## src/rtl/kwd_pkg.sv

```systemverilog
package kwd_pkg;
  localparam int FIELD_W = 12;
  localparam logic [11:0] MODE_KEY = 12'hABC;
  localparam logic [11:0] TIME_KEY = 12'h248;
  localparam logic [31:0] KICK_WORD = 32'h0000_1999;
  localparam logic [1:0] REG_MODE = 2'd0;
  localparam logic [1:0] REG_TIME = 2'd1;
  localparam logic [1:0] REG_KICK = 2'd2;
  localparam logic [1:0] REG_STAT = 2'd3;

  typedef struct packed {
    logic [2:0] pcode;
    logic       irq_en;
    logic       req_en;
    logic       run;
  } mode_t;

  typedef struct packed {
    logic [FIELD_W-1:0] field;
    logic [1:0]         psel;
  } timing_t;
endpackage

```

## src/rtl/kwd_regs.sv

```systemverilog
module kwd_regs
  import kwd_pkg::*;
(
  input  logic        clk,
  input  logic        rst_n,
  input  logic        psel,
  input  logic        penable,
  input  logic        pwrite,
  input  logic [3:0]  paddr,
  input  logic [31:0] pwdata,
  input  logic        expired,
  output mode_t       mode_q,
  output timing_t     time_q,
  output logic        kick,
  output logic [31:0] prdata
);
  logic       wr_cyc;
  logic [1:0] rsel;
  logic       mode_hit;
  logic       time_hit;

  assign wr_cyc   = psel & penable & pwrite;
  assign rsel     = paddr[3:2];
  assign mode_hit = wr_cyc && rsel == REG_MODE && pwdata[23:12] == MODE_KEY;
  assign time_hit = wr_cyc && rsel == REG_TIME && pwdata[25:14] == TIME_KEY;
  assign kick     = wr_cyc && rsel == REG_KICK && pwdata == KICK_WORD;

  always_ff @(posedge clk or negedge rst_n) begin
    if (!rst_n) begin
      mode_q <= '0;
      time_q <= '{field: {FIELD_W{1'b1}}, psel: 2'b11};
    end else begin
      if (mode_hit) begin
        mode_q <= '{pcode: pwdata[6:4], irq_en: pwdata[2],
                    req_en: pwdata[1], run: pwdata[0]};
      end
      if (time_hit) begin
        time_q <= '{field: pwdata[FIELD_W+1:2], psel: pwdata[1:0]};
      end
    end
  end

  always_comb begin
    prdata = '0;
    if (psel) begin
      case (rsel)
        REG_MODE: prdata = {25'd0, mode_q.pcode, 1'b0, mode_q.irq_en,
                            mode_q.req_en, mode_q.run};
        REG_TIME: prdata = {{(30-FIELD_W){1'b0}}, time_q.field, time_q.psel};
        REG_STAT: prdata = {31'd0, expired};
        default:  prdata = '0;
      endcase
    end
  end
endmodule

```

## src/rtl/kwd_prescale.sv

```systemverilog
module kwd_prescale #(
  parameter int BASE_SHIFT = 3,
  parameter int STEP_SHIFT = 3
) (
  input  logic       clk,
  input  logic       rst_n,
  input  logic       run,
  input  logic       clr,
  input  logic [1:0] sel,
  output logic       tick
);
  localparam int PRE_W = BASE_SHIFT + 3 * STEP_SHIFT;

  logic [PRE_W-1:0] pre_q;
  logic [PRE_W-1:0] limit;
  logic [5:0]       sh;

  // divisor is 2^(BASE + STEP*sel); limit is divisor - 1
  always_comb begin
    sh    = 6'(BASE_SHIFT) + 6'(STEP_SHIFT) * {4'd0, sel};
    limit = {PRE_W{1'b1}} >> (6'(PRE_W) - sh);
  end

  assign tick = run && !clr && pre_q == limit;

  always_ff @(posedge clk or negedge rst_n) begin
    if (!rst_n)               pre_q <= '0;
    else if (!run || clr)     pre_q <= '0;
    else if (pre_q == limit)  pre_q <= '0;
    else                      pre_q <= pre_q + 1'b1;
  end
endmodule

```

## src/rtl/kwd_count.sv

```systemverilog
module kwd_count #(
  parameter int FIELD_W = 12,
  parameter int SHIFT   = 12,
  parameter logic [FIELD_W-1:0] RST_FIELD = '1
) (
  input  logic                     clk,
  input  logic                     rst_n,
  input  logic                     run,
  input  logic                     tick,
  input  logic                     kick,
  input  logic [FIELD_W-1:0]       field,
  output logic [FIELD_W+SHIFT-1:0] cnt_q,
  output logic                     expired_q,
  output logic                     expire_evt
);
  localparam int CNT_W = FIELD_W + SHIFT;

  logic [CNT_W-1:0] reload;
  logic             last;

  assign reload     = CNT_W'(field) << SHIFT;
  assign last       = cnt_q <= CNT_W'(1);
  assign expire_evt = run && tick && !expired_q && !kick && last;

  always_ff @(posedge clk or negedge rst_n) begin
    if (!rst_n) begin
      cnt_q     <= CNT_W'(RST_FIELD) << SHIFT;
      expired_q <= 1'b0;
    end else if (kick) begin
      cnt_q     <= reload;
      expired_q <= 1'b0;
    end else if (run && tick && !expired_q) begin
      if (last) begin
        cnt_q     <= '0;
        expired_q <= 1'b1;
      end else begin
        cnt_q <= cnt_q - 1'b1;
      end
    end
  end
endmodule

```

## src/rtl/kwd_pulse.sv

```systemverilog
module kwd_pulse #(
  parameter int LEN_W = 5
) (
  input  logic       clk,
  input  logic       rst_n,
  input  logic       fire,
  input  logic [2:0] code,
  output logic       pulse
);
  logic [LEN_W-1:0] left_q;
  logic [1:0]       expo;
  logic [LEN_W-1:0] len;

  assign expo  = (code > 3'd3) ? 2'd3 : code[1:0];
  assign len   = LEN_W'(2) << expo;
  assign pulse = left_q != '0;

  always_ff @(posedge clk or negedge rst_n) begin
    if (!rst_n)      left_q <= '0;
    else if (fire)   left_q <= len;
    else if (pulse)  left_q <= left_q - 1'b1;
  end
endmodule

```

## src/rtl/keyed_wdog.sv

```systemverilog
module keyed_wdog
  import kwd_pkg::*;
#(
  parameter int RELOAD_SHIFT = 12,
  parameter int PRE_BASE     = 3,
  parameter int PRE_STEP     = 3
) (
  input  logic        clk,
  input  logic        rst_n,
  input  logic        psel,
  input  logic        penable,
  input  logic        pwrite,
  input  logic [3:0]  paddr,
  input  logic [31:0] pwdata,
  output logic [31:0] prdata,
  output logic        irq_o,
  output logic        rst_req_o
);
  localparam int CNT_W = FIELD_W + RELOAD_SHIFT;

  mode_t            mode_q;
  timing_t          time_q;
  logic             kick;
  logic             tick;
  logic             expired_q;
  logic             expire_evt;
  logic [CNT_W-1:0] cnt_q;
  logic             wd_en;

  assign wd_en = mode_q.run;

  kwd_regs u_regs (
    .clk(clk), .rst_n(rst_n), .psel(psel), .penable(penable),
    .pwrite(pwrite), .paddr(paddr), .pwdata(pwdata),
    .expired(expired_q), .mode_q(mode_q), .time_q(time_q),
    .kick(kick), .prdata(prdata)
  );

  kwd_prescale #(.BASE_SHIFT(PRE_BASE), .STEP_SHIFT(PRE_STEP)) u_pre (
    .clk(clk), .rst_n(rst_n), .run(wd_en), .clr(kick),
    .sel(time_q.psel), .tick(tick)
  );

  kwd_count #(.FIELD_W(FIELD_W), .SHIFT(RELOAD_SHIFT)) u_cnt (
    .clk(clk), .rst_n(rst_n), .run(wd_en), .tick(tick), .kick(kick),
    .field(time_q.field), .cnt_q(cnt_q), .expired_q(expired_q),
    .expire_evt(expire_evt)
  );

  kwd_pulse u_pulse (
    .clk(clk), .rst_n(rst_n), .fire(expire_evt && mode_q.req_en),
    .code(mode_q.pcode), .pulse(rst_req_o)
  );

  assign irq_o = expired_q & mode_q.irq_en;
endmodule

```

## config.mk

```make
export PLATFORM = sky130hd
export DESIGN_NAME = keyed_wdog
export DESIGN_NICKNAME = d
export VERILOG_FILES = /design/src/rtl/kwd_pkg.sv /design/src/rtl/kwd_regs.sv /design/src/rtl/kwd_prescale.sv /design/src/rtl/kwd_count.sv /design/src/rtl/kwd_pulse.sv /design/src/rtl/keyed_wdog.sv
export SDC_FILE = /design/constraint.sdc
export NUM_CORES = 1
export LEC_CHECK = 0
export BUFFER_PORTS_ARGS = -buffer_cell sky130_fd_sc_hd__clkbuf_2
export CAP_MARGIN = 20
export CORE_MARGIN = 8
export CORE_UTILIZATION = 62
export CTS_BUF_LIST = sky130_fd_sc_hd__clkbuf_8
export CTS_CLUSTER_DIAMETER = 120
export DETAILED_ROUTE_END_ITERATION = 10
export GPL_ROUTABILITY_DRIVEN = 1
export GPL_TIMING_DRIVEN = 1
export PLACE_DENSITY = 0.88
export SLEW_MARGIN = 20
export SYNTH_ARGS = -nofsm -noshare
export SYNTH_HDL_FRONTEND = slang
export SYNTH_SLANG_ARGS = --single-unit
```

## constraint.sdc

```tcl
create_clock -name clk -period 5.6 [get_ports clk]
set_input_delay 0.28 -clock clk [delete_from_list [all_inputs] [get_ports clk]]
set_output_delay 0.28 -clock clk [all_outputs]
set_load 0.01 [all_outputs]
```

==> results of run 1 <==
flip-flops by register name (all words and copies together) (netlist names):
name and count:
u_cnt.cnt_q 24, u_pre.pre_q 12, u_regs.mode_q 6, u_regs.time_q 14, u_cnt.expired_q 1, u_pulse.left_q 5
per-layer routing:
metal | wire, µm | share of wire | vias up | global-route usage
li1 | - | - | 1526 | -
met2 | 4783 | 0.52 | 124 | 0.3576
met5 | 0 | 0 | - | 0
met3 | 432 | 0.047 | 26 | 0.04317
met1 | 3767 | 0.41 | 1574 | 0.2539
met4 | 246 | 0.027 | 0 | 0.1083
worst max-delay path, cell delays in order (launching register included):
cell	delay, ns
dfrtp_1	0.43
inv_1	0.10
ha_1	0.21
nor3b_1	0.51
nand2_1	0.36
or4b_2	0.68
o211ai_1	0.22
o21a_1	0.16
placed cells by master (no fill, tap or decap), types with 4 or more instances in the layout:
| cell | instances |
|---|---|
| inv_1 | 12 |
| mux2i_1 | 8 |
| clkbuf_8 | 11 |
| nand2_1 | 20 |
| conb_1 | 18 |
| nand4b_1 | 5 |
| dfstp_2 | 26 |
| o41ai_1 | 4 |
| nor3_1 | 13 |
| or4_1 | 6 |
| nor2_1 | 58 |
| and3_1 | 10 |
| nor4_1 | 9 |
| mux2_2 | 19 |
| or3_1 | 6 |
| a31oi_1 | 7 |
| a22oi_1 | 4 |
| dfrtp_1 | 36 |
| nand3_1 | 14 |
| xnor2_1 | 5 |
| and2_1 | 4 |
| a21oi_1 | 18 |
| o21ai_0 | 24 |
| clkbuf_2 | 54 |
| xor2_1 | 8 |
| ha_1 | 5 |
metrics by stage:
stage,utilization,instances
after floorplan,-,416
after global placement,0.6784,514
after CTS,0.7075,530
after detailed placement,0.6784,514
final,0.7075,530
after global routing,0.7075,530
power by group:
part           internal [mW]  total [mW]  switching (mW)
Sequential             0.449       0.449       0.0000612
Clock                  0.178       0.345           0.167
Combinational         0.0141      0.0404          0.0263
cell families after synthesis:
family | Yosys count
AOI/OAI and AO/OA | 71
other | 1
xor gates and xnor gates | 13
adders and majority gates | 5
buffers and inverters | 41
muxes | 29
and+or+nand+nor | 177
DFF | 62
final cells by class:
type	count	area, µm²	share of cell area
Clock inverter	5	20.02	0.004808
Clock buffer	11	151.4	0.03636
Timing Repair Buffer	56	285.3	0.06851
Inverter	8	30.03	0.007212
Tap cell	75	93.84	0.02254
Sequential cell	62	1584	0.3804
Multi-Input combinational cell	313	1999	0.4802
final timing paths:
| kind | endpoint |
|---|---|
| max | u_cnt.cnt_q[22]$_DFFE_PN1P_ |
| min | u_cnt.cnt_q[5]$_DFFE_PN0P_ |
| max reg2reg | u_cnt.cnt_q[22]$_DFFE_PN1P_ |
| min reg2reg | u_cnt.cnt_q[12]$_DFFE_PN1P_ |
| max in group asynchronous | u_regs.mode_q[5]$_DFFE_PN0P_ |
| min in group clk | u_regs.time_q[11]$_DFFE_PN1P_ |
==> metrics.yaml, run 1 <==
synth-simple-area-share: 0.2633
firstDrtPassIters: 5
endpoint_kind: "flop"
max_slew.worst_pin.slew_ns: 0.7749
antenna_found_initial: 0
ys_seq_area_frac: 0.4203
row_count: 28
synth-xor-area-share: 0.03021
fin_setup_tns_ns: 0
hold_class: "in -> async"
place_congestion: 0.8879
synth_top_cell_by_area: "dfrtp_1"
hold_ws_ns: 0.1110
slew_violations: 0
synth.distinct_cells: 63
r2r_start: "u_cnt.cnt_q[0]$_DFFE_PN0P_"
total_power_mw: 0.8342
synth_seq_cells: 62
final_area_um2: 4164
pre_cts_ws_ns: 2.930
grt_pass1_wl_um: 14960
netlist_top_cells_count: "nor2_1, dfrtp_1, dfstp_2"
cts_root_buffer: "clkbuf_8"
cp.arrival_ns: 3.01
outcome: "finished, final reports clean"
grt_max_degree: 63
syn_inst: 399
power_density_nw_per_um2: 200.3
n_antenna_cell: 0
grt_pass1_vias: 3243
syn_avg_cell_area_um2: 9.445
vias_per_cell: 6.132
synth.most_common_cell: "nor2_1"
dr.first_iter.drc_count: 251
clock_latency_ns: 0.33
syn2layout_area_growth_pct: 10.49
cts_tree: "yes"
p_leak_nw: 1.825
cap_violations: 0
ys_warn_count: 0
htree_levels: 3
synth_top_area_share: 0.2390
synth_compound_area_frac: 0.1185
dpl-instance-area_um2: 3993
dieArea_um2: 8829
r2r_slack_ns: 2.87
port_buffers: 54
ir_drop_uv: 180.0
synth_flop_cell: "dfrtp_1"
min_period_over_period: 0.4879
hold_viol: 0
dp_hpwl_um: 6639
via_count: 3250
die_x_um: 93.97
syn_area_um2: 3769
critical_path_class: "reg -> reg"
core-area_um2: 5886
numCtsBuffers: 9
wl_per_cell_um: 17.42
synth-edff-count: 0
synthAdderAreaFrac: 0.01660
cts_buffer_depth: 2
ant_nets: 0
grt.overflow.total: 0
finalCriticalPeriod_ns: 2.732
synthTopCellsByArea: "dfrtp_1, dfstp_2, nor2_1, mux2_2, buf_4"
synth_mux_area_frac: 0.08400
max_slew_margin: 0.4834
drc: 0
fillers: 453
clk_pin_slew_ns: 0.07
drt-total-wl_um: 9230
drive_gt1_frac: 0.2835
max_freq_ghz: 0.3660
reg2reg_depth: 7
worstPathRequired_ns: 5.88
crit_fanout: 9
start_kind: "flop"
setup_viol: 0
start_util: 0.6403
ios: 75
async_reset_ff_frac: 1.000
die_h_um: 93.97
cp-startpoint: "u_cnt.cnt_q[0]$_DFFE_PN0P_"
cts.sinks: 62
grt_use_total: 0.2136
fin_ws_ns: 2.868
postCtsSetupBuffers: 0
fin_skew_ns: 0.006782
hold_buffers: 0
grt_setup_unrepaired: "false"
cts_resized: 0
nets: 496
synth_top_family_by_area: "simple AND/OR/NAND/NOR gates"
Note: power is estimated with default switching activity, not from simulation.
==> inputs of run 2 (changes only) <==
--- a/config.mk
+++ b/config.mk
@@ -5,16 +5,17 @@
 export SDC_FILE = /design/constraint.sdc
 export NUM_CORES = 1
 export LEC_CHECK = 0
+export ABC_AREA = 1
 export BUFFER_PORTS_ARGS = -buffer_cell sky130_fd_sc_hd__clkbuf_2
 export CAP_MARGIN = 20
 export CORE_MARGIN = 8
-export CORE_UTILIZATION = 62
+export CORE_UTILIZATION = 53
 export CTS_BUF_LIST = sky130_fd_sc_hd__clkbuf_8
 export CTS_CLUSTER_DIAMETER = 120
 export DETAILED_ROUTE_END_ITERATION = 10
 export GPL_ROUTABILITY_DRIVEN = 1
 export GPL_TIMING_DRIVEN = 1
-export PLACE_DENSITY = 0.88
+export PLACE_DENSITY = 0.79
 export SLEW_MARGIN = 20
 export SYNTH_ARGS = -nofsm -noshare
 export SYNTH_HDL_FRONTEND = slang
==> constraint.sdc (replaced) <==
create_clock -name clk -period 2.25 [get_ports clk]
set_input_delay 0.1125 -clock clk [delete_from_list [all_inputs] [get_ports clk]]
set_output_delay 0.1125 -clock clk [all_outputs]
set_load 0.01 [all_outputs]
==> metrics.yaml, run 2 <==
synth_flop_cell: "dfrtp_1"  # unchanged
final_area_um2: 5112  # was 4164 µm²
multiInputGateArea_um2: 2545  # was 1999 µm²
largest_reg_flops: 24  # unchanged
cts_buffer_depth: 2  # unchanged
grt_pass1_vias: 4402  # was 3243
grt_setup_unrepaired: "false"  # unchanged
endpoint_kind: "flop"  # unchanged
port_buffers: 54  # unchanged
p_leak_nw: 2.408  # was 1.825 nW
intPower_mw: 1.688  # was 0.6409 mW
numCtsBuffers: 9  # unchanged
antenna_found_initial: 0  # unchanged
hold_class: "in -> reg"  # was in -> async
ir_drop_uv: 340.5  # was 180.0 µV
synth-edff-count: 0  # unchanged
cts_tree: "yes"  # unchanged
grt.overflow.total: 0  # unchanged
top_register: "u_cnt.cnt_q"  # unchanged
max_slew.worst_pin.slew_ns: 0.6759  # was 0.7749 ns
cts_root_buffer: "clkbuf_8"  # unchanged
fillers: 719  # was 453
postCtsSetupBuffers: 0  # unchanged
dp_hpwl_um: 9105  # was 6639 µm
critical_path_class: "reg -> reg"  # unchanged
core-area_um2: 8217  # was 5886 µm²
total_power_mw: 2.294  # was 0.8342 mW
grt_use_total: 0.2090  # was 0.2136
die_x_um: 108.1  # was 93.97 µm
n_antenna_cell: 0  # unchanged
pwr-share-clk: 0.452  # was 0.413
min_period_over_period: 0.8367  # was 0.4879
seqPwrFrac: 0.487  # was 0.538
final_cell_mix: "nand2_1, nor2_1, inv_1, nand3_1, clkbuf_2"  # was nor2_1, clkbuf_2, dfrtp_1, dfstp_2, o21ai_0
cap_violations: 0  # unchanged
cts.sinks: 62  # unchanged
drive_gt1_frac: 0.2195  # was 0.2835
crit_fanout: 4  # was 9
hold_viol: 0  # unchanged
outcome: "finished, final reports clean"  # unchanged
wl_per_cell_um: 14.51  # was 17.42 µm
setup_viol: 0  # unchanged
htree_levels: 3  # unchanged
regArea_um2: 1584  # unchanged
p_switching_mw: 0.6059  # was 0.1933 mW
synth.most_common_cell: "nand2_1"  # was nor2_1
place_congestion: 0.9064  # was 0.8879
drt-total-wl_um: 11770  # was 9230 µm
clk_pin_slew_ns: 0.08  # was 0.07 ns
slew_violations: 0  # unchanged
top_regs: "u_cnt.cnt_q x24, u_regs.time_q x14, u_pre.pre_q x12"  # unchanged
ys_seq_area_frac: 0.3522  # was 0.4203
dpl-instance-area_um2: 4858  # was 3993 µm²
syn2layout_area_growth_pct: 13.66  # was 10.49%
die_h_um: 108.1  # was 93.97 µm
start_util: 0.5474  # was 0.6403
power_density_nw_per_um2: 448.7  # was 200.3 nW/µm²
clock_latency_ns: 0.35  # was 0.33 ns
synth_top_area_share: 0.2003  # was 0.2390
syn_area_um2: 4498  # was 3769 µm²
synth_seq_cells: 62  # unchanged
max_freq_ghz: 0.5312  # was 0.3660 GHz
switching_share: 0.2641  # was 0.2318
worstPathRequired_ns: 2.49  # was 5.88 ns
netlist_top_cells_count: "nand2_1, nor2_1, inv_1"  # was nor2_1, dfrtp_1, dfstp_2
mostFrequentLayoutCell: "nand2_1"  # was nor2_1
row_count: 33  # was 28
ant_nets: 0  # unchanged
nets: 747  # was 496
p_comb_frac: 0.061  # was 0.048
syn_inst: 632  # was 399
cp.arrival_ns: 2.13  # was 3.01 ns
grt_max_degree: 49  # was 63
start_kind: "flop"  # unchanged
firstDrtPassIters: 5  # unchanged
async_reset_ff_frac: 1.000  # unchanged
hold_ws_ns: 0.02213  # was 0.1110 ns
fin_setup_tns_ns: 0  # unchanged
drc: 0  # unchanged
via_count: 4370  # was 3250
vias_per_cell: 5.388  # was 6.132
dieArea_um2: 11690  # was 8829 µm²
synthTopCellsByArea: "dfrtp_1, dfstp_2, nand2_1, nor2_1, nand3_1"  # was dfrtp_1, dfstp_2, nor2_1, mux2_2, buf_4
fin_skew_ns: 0.01046  # was 0.006782 ns
finalCriticalPeriod_ns: 1.883  # was 2.732 ns
synth.distinct_cells: 43  # was 63
grt_pass1_wl_um: 19930  # was 14960 µm
synth_top_cell_by_area: "dfrtp_1"  # unchanged
ios: 75  # unchanged
max_slew_margin: 0.5483  # was 0.4834
syn_avg_cell_area_um2: 7.117  # was 9.445 µm²
dr.first_iter.drc_count: 252  # was 251
ys_warn_count: 0  # unchanged
==> run 2: cell count changes in the layout (fill, tap and decap cells not counted), sizes merged, moves of 7 or more <==
cell / before / now
xor2: 8 / 15
nand2: 20 / 147
nand3: 15 / 64
or4: 8 / 0
a31oi: 7 / 0
o21ai: 24 / 31
nand4: 4 / 25
mux2i: 8 / 1
inv: 12 / 76
mux2: 21 / 3
and3: 12 / 0
nor3: 16 / 9
nor2: 58 / 130
==> run 2: power by group through the flow <==
stage                     logic, mW  clock network (mW)  registers [mW]
after floorplan              0.0722                   0            1.14
after global routing          0.159                1.11            1.12
after detailed placement      0.133                   0            1.14
final                         0.141                1.04            1.12
after CTS                     0.140                1.05            1.12
after global placement        0.130                   0            1.14
==> run 2: worst paths after layout <==
path,startpoint,end,slack (ns),cells after the start
max,u_cnt.cnt_q[0]$_DFFE_PN0P_,u_pulse.left_q[2]$_DFFE_PN0P_,0.37,11
min in group asynchronous,rst_n,u_pulse.left_q[0]$_DFFE_PN0P_,0.23,2
max reg2reg,u_cnt.cnt_q[0]$_DFFE_PN0P_,u_pulse.left_q[2]$_DFFE_PN0P_,0.37,11
min reg2reg,u_pre.pre_q[0]$_DFF_PN0_,u_pre.pre_q[0]$_DFF_PN0_,0.48,1
max in group asynchronous,rst_n,u_regs.time_q[4]$_DFFE_PN1P_,1.36,3
min,pwdata[11],u_regs.time_q[11]$_DFFE_PN1P_,0.02,3
==> run 2: final cells by class <==
cell class                      instances  area share
Timing Repair Buffer                   64     0.07244
Sequential cell                        62      0.3098
Multi-Input combinational cell        490      0.4978
Inverter                               74     0.05433
Clock inverter                          7     0.01566
Tap cell                              105     0.02570
Clock buffer                            9     0.02423
==> run 2: critical path: stages (launching register included) <==
cell     delay [ns]
dfrtp_1        0.39
inv_1          0.13
ha_1           0.27
nand2_2        0.12
nor2_4         0.17
nor2_1         0.08
nor2_2         0.15
nand3_1        0.13
nor2_2         0.16
nand2_1        0.07
nand2_1        0.08
inv_1          0.04
==> run 2: cell families after synthesis <==
| group | after synthesis | synth area share |
|---|---|---|
| AO/OA/AOI/OAI | 55 | 0.06899 |
| other | 1 | 0.0008337 |
| adder cells (fa/ha/maj) | 5 | 0.01391 |
| XOR/XNOR | 25 | 0.04868 |
| multiplexers | 4 | 0.009735 |
| flip-flops | 62 | 0.3522 |
| buffers and inverters | 97 | 0.09624 |
| AND/OR/NAND/NOR | 383 | 0.4095 |
==> run 2: layer usage <==
metal | GRT usage | vias up | share of wire
li1 | - | 2147 | -
met1 | 0.2575 | 2019 | 0.44
met2 | 0.3505 | 179 | 0.47
met3 | 0.03688 | 25 | 0.060
met4 | 0.09118 | 0 | 0.023
met5 | 0 | - | 0
==> run 2: per-stage QoR <==
step	cells	setup WS, ns	util
finish	811	0.3674	0.6222
global route	811	0.1210	0.6222
CTS	811	0.3636	0.6222
detailed placement	790	0.3719	0.5913
global placement	790	0.4499	0.5913
floorplan	649	0.6362	-
==> run 2: timing repair <==
action / CTS / global route
resized for setup: 0 / 0
endpoints found under the hold margin: 13 / 0
hold buffers: 5 / 0
==> inputs of run 3 (changes only) <==
--- a/config.mk
+++ b/config.mk
@@ -5,17 +5,17 @@
 export SDC_FILE = /design/constraint.sdc
 export NUM_CORES = 1
 export LEC_CHECK = 0
-export ABC_AREA = 1
+export ABC_AREA = 0
 export BUFFER_PORTS_ARGS = -buffer_cell sky130_fd_sc_hd__clkbuf_2
 export CAP_MARGIN = 20
 export CORE_MARGIN = 8
-export CORE_UTILIZATION = 53
+export CORE_UTILIZATION = 57
 export CTS_BUF_LIST = sky130_fd_sc_hd__clkbuf_8
 export CTS_CLUSTER_DIAMETER = 120
 export DETAILED_ROUTE_END_ITERATION = 10
 export GPL_ROUTABILITY_DRIVEN = 1
 export GPL_TIMING_DRIVEN = 1
-export PLACE_DENSITY = 0.79
+export PLACE_DENSITY = 0.82
 export SLEW_MARGIN = 20
 export SYNTH_ARGS = -nofsm -noshare
 export SYNTH_HDL_FRONTEND = slang
==> constraint.sdc (replaced) <==
create_clock -name clk -period 1.9 [get_ports clk]
set_input_delay 0.095 -clock clk [delete_from_list [all_inputs] [get_ports clk]]
set_output_delay 0.095 -clock clk [all_outputs]
set_load 0.01 [all_outputs]
==> metrics.yaml, run 3 (synthesis results as in run 1) <==
outcome: "finished with violations"  # was finished, final reports clean
violations: "negative setup slack"
drt-total-wl_um: 14070  # was 11770 µm
critical_path_class: "reg -> reg"  # unchanged
power_density_nw_per_um2: 489.1  # was 448.7 nW/µm²
clock_latency_ns: 0.34  # was 0.35 ns
reg2reg_depth: 9  # was 11
port_buffers: 54  # unchanged
setup_viol: 42  # was 0
grt_max_degree: 63  # was 49
hold_class: "in -> reg"  # unchanged
grt_setup_unrepaired: "true"  # was false
hold_path_end: "u_regs.time_q[10]$_DFFE_PN1P_"  # was u_regs.time_q[11]$_DFFE_PN1P_
hold-path-cell-count: 2  # was 3
start_util: 0.5901  # was 0.5474
fin_skew_ns: 0.006695  # was 0.01046 ns
slowest_stage: "or4_4"  # was dfrtp_1
worstPathRequired_ns: 2.17  # was 2.49 ns
cap_violations: 0  # unchanged
syn2layout_area_growth_pct: 46.25  # was 13.66%
endpoint_kind: "flop"  # unchanged
fin_ws_ns: -0.3613  # was 0.3674 ns
via_count: 4107  # was 4370
crit_fanout: 6  # was 4
grt_pass1_wl_um: 19540  # was 19930 µm
grt_use_met3: 0.06188  # was 0.03688
ios: 75  # unchanged
final_cell_mix: "buf_4, nor2_1, clkbuf_2, dfrtp_1, dfstp_2"  # was nand2_1, nor2_1, inv_1, nand3_1, clkbuf_2
cts.sinks: 62  # unchanged
drc: 0  # unchanged
final_cells: 636  # was 811
die_h_um: 97.31  # was 108.1 µm
clk_pin_slew_ns: 0.07  # was 0.08 ns
dpl.cell_count: 591  # was 790
die_x_um: 97.31  # was 108.1 µm
cts_buffer_depth: 2  # unchanged
max_slew_margin: 0.4713  # was 0.5483
grt_use_met1: 0.2654  # was 0.2575
hold_viol: 0  # unchanged
cts_tree: "yes"  # unchanged
cp_common_cell: "buf_6"
n_antenna_cell: 0  # unchanged
finalCriticalPeriod_ns: 2.261  # was 1.883 ns
start_kind: "flop"  # unchanged
numCtsBuffers: 9  # unchanged
grt_util_met2: 0.4458  # was 0.3505
dieArea_um2: 9469  # was 11690 µm²
wl_per_cell_um: 22.12  # was 14.51 µm
cts_root_buffer: "clkbuf_8"  # unchanged
top_usage_layer: "met2"  # unchanged
crit_chain: "or4_4, a211oi_4, buf_6, nand3_4, buf_4, buf_6, nor4_4, a21oi_2, nor2_1"  # was inv_1, ha_1, nand2_2, nor2_4, nor2_1, nor2_2, nand3_1, nor2_2, nand2_1, nand2_1, inv_1
cp.arrival_ns: 2.53  # was 2.13 ns
dr.first_iter.drc_count: 257  # was 252
place_congestion: 0.8930  # was 0.9064
p_leak_nw: 2.485  # was 2.408 nW
mostFrequentLayoutCell: "buf_4"  # was nand2_1
top_register: "u_cnt.cnt_q"  # unchanged
slowest_delay_ns: 0.56  # was 0.39 ns
largest_reg_flops: 24  # unchanged
pre_cts_ws_ns: -0.4645  # was 0.3719 ns
grt.overflow.total: 0  # unchanged
nets: 600  # was 747
ant_nets: 0  # unchanged
row_count: 29  # was 33
min_period_over_period: 1.190  # was 0.8367
r2r_start: "u_pre.pre_q[6]$_DFF_PN0_"  # was u_cnt.cnt_q[0]$_DFFE_PN0P_
drive_gt1_frac: 0.4973  # was 0.2195
dp_hpwl_um: 7943  # was 9105 µm
rr_endpoint: "u_cnt.cnt_q[6]$_DFFE_PN0P_"  # was u_pulse.left_q[2]$_DFFE_PN0P_
hp-start: "pwdata[10]"  # was pwdata[11]
top_regs: "u_cnt.cnt_q x24, u_regs.time_q x14, u_pre.pre_q x12"  # unchanged
vias_per_cell: 6.458  # was 5.388
htree_levels: 3  # unchanged
firstDrtPassIters: 5  # unchanged
grt_use_total: 0.2491  # was 0.2090
max_slew.worst_pin.slew_ns: 0.7930  # was 0.6759 ns
r2r_slack_ns: -0.36  # was 0.37 ns
ir_drop_uv: 618.8  # was 340.5 µV
max_freq_ghz: 0.4422  # was 0.5312 GHz
slew_violations: 0  # unchanged
grt_pass1_vias: 4040  # was 4402
core-area_um2: 6386  # was 8217 µm²
antenna_found_initial: 0  # unchanged
==> run 3: cell count changes in the layout (fill, tap and decap cells not counted), sizes merged, moves of 8 or more <==
cell and delta:
and3 +13, buf +94, inv -67, mux2 +18, nand2 -127, nand3 -49
nand4 -20, nor2 -72, or4 +8
==> run 3: how the worst max path moves through the flow <==
stage	start	end	slack (ns)	cells past startpoint
global route	u_pre.pre_q[6]$_DFF_PN0_	u_cnt.cnt_q[16]$_DFFE_PN1P_	-0.48	9
CTS	u_pre.pre_q[6]$_DFF_PN0_	u_cnt.cnt_q[21]$_DFFE_PN1P_	-0.28	6
finish	u_pre.pre_q[6]$_DFF_PN0_	u_cnt.cnt_q[6]$_DFFE_PN0P_	-0.36	9
global placement	u_pre.pre_q[6]$_DFF_PN0_	u_cnt.cnt_q[17]$_DFFE_PN1P_	-0.30	5
floorplan	u_pre.pre_q[6]$_DFF_PN0_	u_cnt.cnt_q[17]$_DFFE_PN1P_	-0.15	5
detailed placement	u_regs.time_q[1]$_DFFE_PN1P_	u_cnt.cnt_q[17]$_DFFE_PN1P_	-0.46	6
==> run 3: layout make-up <==
cell class / instances / area [µm²]
Multi-Input combinational cell: 315 / 2400
Sequential cell: 62 / 1584
Timing Repair Buffer: 158 / 1190
Fill cell: 284 / 874.6
Clock buffer: 12 / 165.2
Tap cell: 77 / 96.34
Clock inverter: 4 / 46.29
Inverter: 8 / 30.03
==> run 3: timing repair <==
item	in CTS	in global routing
gates resized for setup	25	58
endpoints found under the setup margin	42	43
gates cloned	1	2
pin swaps	9	27
hold buffers	4	0
hold endpoints to repair	39	0
setup buffers	12	11
==> run 3: power by group <==
group / internal [mW] / switching (mW) / leakage [nW]
Sequential: 1.32 / 0.000213 / 0.706
Clock: 0.707 / 0.521 / 0.110
Combinational: 0.0543 / 0.0909 / 1.67
Total: 2.08 / 0.612 / 2.48
==> run 3: critical path: cells and delay by family (launching register included) <==
| kind | cells | cell delay, ns |
|---|---|---|
| AOI/OAI and AO/OA | 2 | 0.39 |
| and+or+nand+nor | 4 | 0.98 |
| buffers and inverters | 3 | 0.44 |
| DFF | 1 | 0.38 |
==> run 3: stage by stage <==
step	hold WS (ns)	setup TNS (ns)	utilization	total power, mW	instance area, µm²
after CTS	0.004798	-4.900	0.8072	2.691	5155
after floorplan	-0.2006	-1.811	-	1.413	3902
after global routing	0.004985	-10.12	0.8630	2.763	5512
after global placement	0.2909	-4.237	0.7296	1.470	4659
final	0.008902	-7.199	0.8630	2.695	5512
after detailed placement	0.2960	-11.72	0.7296	1.474	4659
==> run 3: layer usage <==
layer	wire length, µm	share of wire
met4	936	0.067
met2	7243	0.51
met1	4828	0.34
met3	1058	0.075
met5	0	0
